$ cat src/rtl/tcc_pkg.sv
package tcc_pkg;
   // Action taken by the count register on a rising test clock edge
   typedef enum logic [1:0] {
      TCC_HOLD = 2'd0,
      TCC_LOAD = 2'd1,
      TCC_DEC  = 2'd2
   } tcc_act_e;
endpackage

$ cat src/rtl/tcc_shift_stage.sv
module tcc_shift_stage #(
   parameter int CNT_W     = 32,
   parameter bit LSB_FIRST = 1'b1
) (
   input  logic             tck,
   input  logic             trst_n,
   input  logic             shift_en,
   input  logic             sin,
   output logic [CNT_W-1:0] word,
   output logic             sout
);
   logic [CNT_W-1:0] sh_q;

   generate
      if (LSB_FIRST) begin : g_lsb
         always_ff @(posedge tck or negedge trst_n) begin
            if (!trst_n)       sh_q <= '0;
            else if (shift_en) sh_q <= {sin, sh_q[CNT_W-1:1]};
         end
         assign sout = sh_q[0];
      end else begin : g_msb
         always_ff @(posedge tck or negedge trst_n) begin
            if (!trst_n)       sh_q <= '0;
            else if (shift_en) sh_q <= {sh_q[CNT_W-2:0], sin};
         end
         assign sout = sh_q[CNT_W-1];
      end
   endgenerate

   assign word = sh_q;
endmodule

$ cat src/rtl/tcc_down_counter.sv
module tcc_down_counter
   import tcc_pkg::*;
#(
   parameter int CNT_W = 32
) (
   input  logic             tck,
   input  logic             trst_n,
   input  logic             load,
   input  logic [CNT_W-1:0] load_val,
   input  logic             armed,
   input  logic             gate_open,
   input  logic             stat_en,
   output logic [CNT_W-1:0] count,
   output logic             is_zero,
   output logic             flag
);
   logic [CNT_W-1:0] cnt_q;
   logic             flag_q;
   tcc_act_e         act;

   assign is_zero = (cnt_q == '0);

   always_comb begin
      if (load)                               act = TCC_LOAD;
      else if (armed && gate_open && !is_zero) act = TCC_DEC;
      else                                     act = TCC_HOLD;
   end

   always_ff @(posedge tck or negedge trst_n) begin
      if (!trst_n) begin
         cnt_q <= '0;
      end else begin
         unique case (act)
            TCC_LOAD: cnt_q <= load_val;
            TCC_DEC:  cnt_q <= cnt_q - 1'b1;
            default:  cnt_q <= cnt_q;
         endcase
      end
   end

   always_ff @(posedge tck or negedge trst_n) begin
      if (!trst_n)                  flag_q <= 1'b0;
      else if (act == TCC_LOAD)     flag_q <= 1'b0;
      else if (stat_en && is_zero)  flag_q <= 1'b1;
   end

   assign count = cnt_q;
   assign flag  = flag_q;
endmodule

$ cat src/rtl/tcc_clk_gate.sv
module tcc_clk_gate (
   input  logic tck,
   input  logic trst_n,
   input  logic stop_req,
   output logic gate_open,
   output logic gclk
);
   logic en_q;

   // Enable is sampled on the falling edge: changes land in the low phase
   always_ff @(negedge tck or negedge trst_n) begin
      if (!trst_n) en_q <= 1'b1;
      else         en_q <= !stop_req;
   end

   assign gate_open = en_q;
   assign gclk      = tck & en_q;
endmodule

$ cat src/rtl/tcc_parked_counter.sv
module tcc_parked_counter #(
   parameter int CNT_W     = 32,
   parameter bit LSB_FIRST = 1'b1
) (
   input  logic tck,
   input  logic trst_n,
   input  logic scan_in,
   input  logic cnt_select,
   input  logic dr_shift,
   input  logic dr_update,
   input  logic count_enable,
   input  logic port_parked,
   output logic scan_out,
   output logic port_tck,
   output logic tc_flag
);
   generate
      if (CNT_W < 2) begin : g_bad_width
         $error("tcc_parked_counter: CNT_W must be at least 2");
      end
   endgenerate

   logic [CNT_W-1:0] sh_word;
   logic [CNT_W-1:0] cnt_q;
   logic             cnt_zero;
   logic             gate_open;
   logic             armed;
   logic             do_load;

   assign armed   = count_enable & port_parked;
   assign do_load = cnt_select & dr_update;

   tcc_shift_stage #(
      .CNT_W     (CNT_W),
      .LSB_FIRST (LSB_FIRST)
   ) shift_i (
      .tck      (tck),
      .trst_n   (trst_n),
      .shift_en (cnt_select & dr_shift),
      .sin      (scan_in),
      .word     (sh_word),
      .sout     (scan_out)
   );

   tcc_down_counter #(
      .CNT_W (CNT_W)
   ) cnt_i (
      .tck       (tck),
      .trst_n    (trst_n),
      .load      (do_load),
      .load_val  (sh_word),
      .armed     (armed),
      .gate_open (gate_open),
      .stat_en   (count_enable),
      .count     (cnt_q),
      .is_zero   (cnt_zero),
      .flag      (tc_flag)
   );

   tcc_clk_gate gate_i (
      .tck       (tck),
      .trst_n    (trst_n),
      .stop_req  (armed & cnt_zero),
      .gate_open (gate_open),
      .gclk      (port_tck)
   );
endmodule

$ cat config.mk
export PLATFORM = sky130hd
export DESIGN_NAME = tcc_parked_counter
export DESIGN_NICKNAME = d
export VERILOG_FILES = /design/src/rtl/tcc_pkg.sv /design/src/rtl/tcc_shift_stage.sv /design/src/rtl/tcc_down_counter.sv /design/src/rtl/tcc_clk_gate.sv /design/src/rtl/tcc_parked_counter.sv
export SDC_FILE = /design/constraint.sdc
export NUM_CORES = 1
export LEC_CHECK = 0
export BUFFER_PORTS_ARGS = -buffer_cell sky130_fd_sc_hd__buf_2
export CELL_PAD_IN_SITES_DETAIL_PLACEMENT = 2
export CELL_PAD_IN_SITES_GLOBAL_PLACEMENT = 2
export CORE_MARGIN = 2
export CORE_UTILIZATION = 38
export CTS_CLUSTER_DIAMETER = 50
export DETAILED_ROUTE_END_ITERATION = 6
export GPL_TIMING_DRIVEN = 0
export HOLD_SLACK_MARGIN = 0.12
export PLACE_DENSITY = 0.76
export SLEW_MARGIN = 20
export SYNTH_ARGS = -nofsm -noshare
export SYNTH_HDL_FRONTEND = slang
export SYNTH_SLANG_ARGS = --single-unit
export TNS_END_PERCENT = 10
$ cat constraint.sdc
create_clock -name tck -period 2.8 [get_ports tck]
set_input_delay 0.14 -clock tck [delete_from_list [all_inputs] [get_ports tck]]
set_output_delay 0.14 -clock tck [all_outputs]
set_load 0.02 [all_outputs]
# Yosys cells after proc, flatten, opt, wreduce, memory -nomap -nowiden
# Index checks and enable logic that the tools add are counted.
dict set report totals {
  reg_bits 66
  latchBits 0
  mem_bits_rw 0
  rom_bits 0
  in_bits 8
  output_inout_bits 3
  elab_cells 25
  n_memories 0
}
dict set report classes {
  n_addsub 1
  multipliers 0
  n_div 0
  order_cmp 0
  n_eq_ne 2
  shifts 0
  n_mux 5
  bitwise_logic 5
  n_reduce_logical 8
}
# cell n
set ops {}
lappend ops {{32-bit one-hot mux with 2 select lines} 1}
lappend ops {{32-bit logical NOT} 1}
lappend ops {{32-bit by 1-bit subtractor with 32-bit output (second input constant)} 1}
lappend ops {{1-bit AND} 5}
lappend ops {{2-bit 2-to-1 mux} 2}
lappend ops {{2-bit nonzero test} 2}
lappend ops {{1-bit logical AND} 3}
lappend ops {{2-bit by 1-bit equality test with 1-bit output (second input constant)} 1}
lappend ops {{2-bit equality test (second input constant)} 1}
lappend ops {{1-bit logical NOT} 2}
lappend ops {{1-bit 2-to-1 mux} 2}

# Depth between registers and ports, before layout
# Gate-level depths: netlist of the first run.
dict set report depth {
  depth_word 7
  mapped_depth 8
  depth_no_buf 7
}

# By module
# Synthesis of the first run repeated with hierarchy kept, for this count alone.
dict set report hier_totals {
  hier_cells 312
  hier_area_um2 3438.3
}
# mod n_inst cells_each area_each_um2 seq_area_each_um2
set by_module_without_submodules {}
lappend by_module_without_submodules {tcc_down_counter 1 235 2020.7 825.8}
lappend by_module_without_submodules {tcc_shift_stage 1 69 1352.5 800.8}
lappend by_module_without_submodules {tcc_clk_gate 1 4 40.0 26.3}
lappend by_module_without_submodules {tcc_parked_counter 1 4 25.0 0.0}

==> impl_metrics.tcl, run 1 <==
set metrics [dict create \
    final.fill_count 848 \
    first_iter_violations 101 \
    synth_top_family_by_area "simple AND/OR/NAND/NOR gates" \
    core_um2 8180 \
    power_leakage_nw 1.67 \
    hold_viol_final 0 \
    swShare_pct 32.8 \
    path_class "reg2reg" \
    rsz0062_at_grt "yes" \
    grt_pass1_wl_um 15200 \
    postRouteAntennaNets 0 \
    synth_xor_area_share_pct 1.64 \
    finClkSkew_ps 50.7 \
    p_switching_mw 0.999 \
    grt-ovfl-total 0 \
    gp_congestion 0.750 \
    p_comb_share_pct 20.8 \
    synth_compound_area_share_pct 11.3 \
    critPathTopFamily "simple AND/OR/NAND/NOR gates" \
    die_y_um 95.8 \
    floorplan.die_area_um2 9170 \
    row_count 33 \
    cp.depth 6 \
    power_frac_seq_pct 46.6 \
    whs_ps 157 \
    ys_warn_count 0 \
    max_stage_delay_ps 550 \
    drive_gt1_share_pct 31.2 \
    via_per_inst 5.88 \
    grt_antenna_before_repair 0 \
    avgSynthCellArea_um2 10.6 \
    grt_use_total_pct 22.9 \
    synth_cells 303 \
    grt_pass1_vias 2864 \
    slowest_stage "dfstp_2" \
    synth_cell_types 40 \
    setup_viol 35 \
    ir_drop_uv 305 \
    start_util_pct 39.1 \
    slew_viol_final 0 \
    critPathLaunchType "register" \
    p_total_mw 3.05 \
    status "finished, violations left" \
    hp-class "in2async" \
    ys.flop_type "dfrtp_1" \
    synth.net_count 313 \
    io_pins 11 \
    nets 350 \
    clkLatencyLatePin_ps 510 \
    placement.io_buffers 10 \
    final_cell_mix "dfrtp_1, mux2_2, nor2_1" \
    multiInputGateArea_um2 1670 \
    crit_fanout 9 \
    drt_first_pass_iters 4 \
    synth_edf_count 0 \
    synth_area_um2 3200 \
    dp_slack_ps -921 \
    path_clk_slew_ps 80 \
    regArea_um2 1650 \
    cp_cell_sequence "and3_4 > and4_4 > o211ai_1 > buf_4 > or3_1 > a31oi_1" \
    vias 2636 \
    path_buf_inv 1 \
    drt_wl_total_um 9860 \
    synth.mux.area_fraction_pct 12.6 \
    dpl.hpwl_um 5910 \
    pwr_density_cell_nw_per_um2 770 \
    cts_tree "built" \
    max_slew_margin_pct 55.2 \
    wl_per_cell_um 22.0 \
    syn_to_final_growth_pct 23.5 \
    worst_setup_path_end_kind "register" \
    num_antenna_cells 0 \
    ys_seq_area_share_pct 51.6 \
    worstRegToRegCells 6 \
    route.detailed.drc 0 \
    arrival_ps 3720 \
    grt_start_max_net_pins 35 \
    fin_util_pct 48.4 \
    tightest_slew_ps 673 \
    maxCapViolations 0 \
    synth-simple-area-share_pct 19.9 \
    violations "setup timing" \
    synth-adder-area-share_pct 0.782 \
    worst_ep_required_time_ps 3180 \
    ys_ff_latch 66 \
    worst_slack_ps -542 \
    fp.dieW_um 95.8 \
    async_reset_ff_share_pct 100 \
    clkPwrFrac_pct 32.7 \
    final_common_cell "dfrtp_1" \
    p_int_mw 2.05 \
]
[metrics by stage]
step / instances / instance area, um2 / TNS, ps
3_5_place_dp: 419 / 3430 / -12730
4_1_cts: 444 / 3820 / -11250
5_1_grt: 448 / 3950 / -14590
2_1_floorplan: 303 / 3230 / -4480
6_report: 448 / 3950 / -11460
3_3_place_gp: 418 / 3410 / -11550
[cell type report]
| class | instances | area share, % |
|---|---|---|
| tap | 105 | 3.32 |
| multi-input combinational | 220 | 42.3 |
| buffer | 13 | 1.71 |
| clock inverter | 4 | 1.11 |
| clock buffer | 15 | 5.16 |
| sequential | 66 | 41.8 |
| inverter | 3 | 0.285 |
| timing repair buffer | 22 | 4.27 |
[worst paths after layout]
path	start	endpoint	slack, ps
max in group asynchronous	trst_n	gate_i.gate_open	940
worst max-delay path	gate_i.gate_open	cnt_i.count[17]	-540
min in group tck	dr_shift	shift_i.word[6]	210
worst max register to register	gate_i.gate_open	cnt_i.count[17]	-540
worst min-delay path	trst_n	cnt_i.flag	160
worst min register to register	shift_i.word[26]	cnt_i.count[26]	520
[registers in the layout (all words and copies together) (netlist names)]
signal and flops:
gate_i.gate_open 1, shift_i.word 32, cnt_i.flag 1, cnt_i.count 32
[metal layers]
layer	GRT usage [%]	vias to the layer above	share of wire, %
li1	-	1201	-
met4	13.3	0	3.1
met2	36.4	44	50
met1	28.4	1368	44
met5	0	-	0
met3	5.64	23	2.9
[cells in the mapped netlist, drive strengths merged (5+ instances only)]
master,count,area [um2]
a31oi,19,119
and2,5,31.3
buf,5,21.3
clkbuf,8,30.0
dfrtp,65,1630
mux2,34,383
nand2,22,82.6
nand3,11,55.1
nand4,5,31.3
nor2,26,97.6
nor3,7,35.0
nor4,5,37.5
o21ai,19,95.1
o31ai,10,75.1
or3,16,100
or4,10,78.8
xor2,5,43.8
[worst register-to-register path, cell delays in order, from the launching register on]
cell      delay [ps]
dfstp_2          550
and3_4           220
and4_4           270
o211ai_1          90
buf_4            200
or3_1            310
a31oi_1          180
[timing repair]
item | in CTS | in global routing
setup buffers | 5 | 4
setup endpoints to repair | 34 | 35
hold buffers | 3 | 0
pin swaps | 15 | 15
endpoints found under the hold margin | 67 | 0
resized for setup | 23 | 21
gates cloned | 0 | 0
[power groups by stage]
stage / sequential [mW] / clock (mW) / combinational [mW]
floorplan: 1.32 / 0.0354 / 0.416
global placement: 1.38 / 0.0473 / 0.521
detailed placement: 1.39 / 0.0473 / 0.553
CTS: 1.39 / 1.02 / 0.585
global route: 1.46 / 1.07 / 0.700
finish: 1.42 / 0.995 / 0.633
[cells by family (layout without fill, tap and decap cells)]
family / Yosys count / count (layout)
flip-flops: 66 / 66
buffers and inverters: 17 / 57
XOR/XNOR: 6 / 6
adder cells (fa/ha/maj): 2 / 2
AO/OA/AOI/OAI: 57 / 57
multiplexers: 36 / 36
AND/OR/NAND/NOR: 119 / 119
(Power assumes the default switching activity.)
==> inputs of run 2 (changes only) <==
CORE_UTILIZATION = 41   (was 38)
PLACE_DENSITY = 0.81   (was 0.76)
==> run 2 against run 1 <==
The run still ends with setup timing left; via count grew 7.2%; largest cell class unchanged; die area shrank 7.0%; clock power shrank 2%; final area grew 2.0%; cell count grew 1.3%; clock skew grew 9.1 ps; flip-flop and latch count is the same; global-route usage grew 2.7 points; worst hold slack lost 4.0 ps.
==> impl_metrics.tcl, run 2 (synthesized netlist as in run 1, its figures left out) <==
set metrics [dict create \
    status "finished, violations left" \
    violations "setup timing" \
    core_um2 7650 \
    route.detailed.drc 0 \
    power_frac_seq_pct 46.7 \
    grt_use_total_pct 25.6 \
    num_antenna_cells 0 \
    placement.io_buffers 10 \
    dpl.hpwl_um 5880 \
    fin_util_pct 52.7 \
    p_comb_share_pct 21.9 \
    hold_viol_final 0 \
    swShare_pct 35.4 \
    arrival_ps 3830 \
    p_int_mw 2.01 \
    grt_start_max_net_pins 35 \
    drive_gt1_share_pct 34.7 \
    grt_pass1_vias 2977 \
    final_cell_mix "dfrtp_1, mux2_2, nor2_1" \
    start_util_pct 41.9 \
    crit_fanout 4 \
    drt_wl_total_um 11600 \
    grt-ovfl-total 0 \
    cts_tree "built" \
    path_clk_slew_ps 80 \
    final_common_cell "dfrtp_1" \
    tightest_slew_ps 723 \
    finClkSkew_ps 59.8 \
    tns_ps -14870 \
    layoutNonFillerInstCount 454 \
    nets 357 \
    slew_viol_final 0 \
    hp-class "in2async" \
    io_pins 11 \
    worst_setup_path_end_kind "register" \
    worst_slack_ps -638 \
    vias 2827 \
    whs_ps 153 \
    path_class "reg2reg" \
    critPathLaunchType "register" \
    syn_to_final_growth_pct 26.0 \
    fp.dieW_um 92.4 \
    rsz0062_at_grt "yes" \
    ir_drop_uv 314 \
    clkPwrFrac_pct 31.4 \
    wl_per_cell_um 25.6 \
    power_leakage_nw 1.71 \
    row_count 32 \
    setup_viol 35 \
    grt_pass1_wl_um 16200 \
    drt_first_pass_iters 4 \
    place_inst 416 \
    clkLatencyLatePin_ps 520 \
    floorplan.die_area_um2 8530 \
    pwr_density_cell_nw_per_um2 770 \
    via_per_inst 6.23 \
    postRouteAntennaNets 0 \
    final_area_um2 4030 \
    die_y_um 92.4 \
    max_slew_margin_pct 51.8 \
    gp_congestion 0.757 \
    first_iter_violations 122 \
    placed_area_um2 3430 \
    p_switching_mw 1.10 \
    grt_antenna_before_repair 0 \
    maxCapViolations 0 \
    worst_ep_required_time_ps 3190 \
]
[run 2: changes by cell type in the layout (fill, tap and decap cells not counted), sizes merged]
| cell | before | now |
|---|---|---|
| clkbuf | 22 | 21 |
| clkinvlp | 0 | 1 |
| buf | 25 | 32 |
| clkinv | 2 | 4 |
[run 2: power groups by stage]
| stage | clock network (mW) | registers, mW | logic, mW |
|---|---|---|---|
| floorplan | 0.0354 | 1.32 | 0.416 |
| global placement | 0.0473 | 1.37 | 0.519 |
| detailed placement | 0.0473 | 1.40 | 0.551 |
| CTS | 0.989 | 1.40 | 0.602 |
| global route | 1.03 | 1.47 | 0.738 |
| finish | 0.976 | 1.45 | 0.680 |
[run 2: stage by stage]
stage,total power [mW],setup slack [ps]
2_1_floorplan,1.77,-310
3_3_place_gp,1.94,-806
3_5_place_dp,2.00,-825
4_1_cts,2.99,-517
5_1_grt,3.24,-659
6_report,3.11,-638
[run 2: what timing repair did]
item / in CTS / in global routing
cloned: 1 / 0
hold buffers: 3 / 0
setup endpoints to repair: 35 / 35
hold endpoints to repair: 67 / 0
setup buffers: 7 / 8
pin swaps: 18 / 12
gates resized for setup: 35 / 17
[run 2: worst max-delay path, cell delays in order (launching register included)]
cell	delay (ps)
dfstp_2	530
and3_4	220
and4_4	250
o211ai_1	150
buf_4	190
or3_1	350
a31oi_1	210
[run 2: area by class of cell]
class | instances | area (um2)
buffer | 13 | 67.6
inverter | 3 | 11.3
tap | 102 | 128
clock buffer | 14 | 180
multi-input combinational | 220 | 1710
clock inverter | 7 | 61.3
sequential | 66 | 1650
timing repair buffer | 29 | 225
fill | 769 | 3620
[run 2: layer usage]
metal	global-route usage (%)	up-vias	share of wire, %
met5	0	-	0
met4	13.4	0	3.4
met3	5.78	36	5.2
met2	42.6	90	50
met1	31.1	1480	41
li1	-	1221	-
[run 2: final timing paths]
path / startpoint / slack (ps) / end / cells after the start
worst max-delay path: gate_i.gate_open / -640 / cnt_i.count[17] / 6
worst min-delay path: trst_n / 150 / shift_i.word[6] / 2
worst max register to register: gate_i.gate_open / -640 / cnt_i.count[17] / 6
worst min register to register: cnt_i.flag / 520 / cnt_i.flag / 2
max in group asynchronous: trst_n / 710 / gate_i.gate_open / 3
min in group tck: dr_shift / 240 / shift_i.word[7] / 3
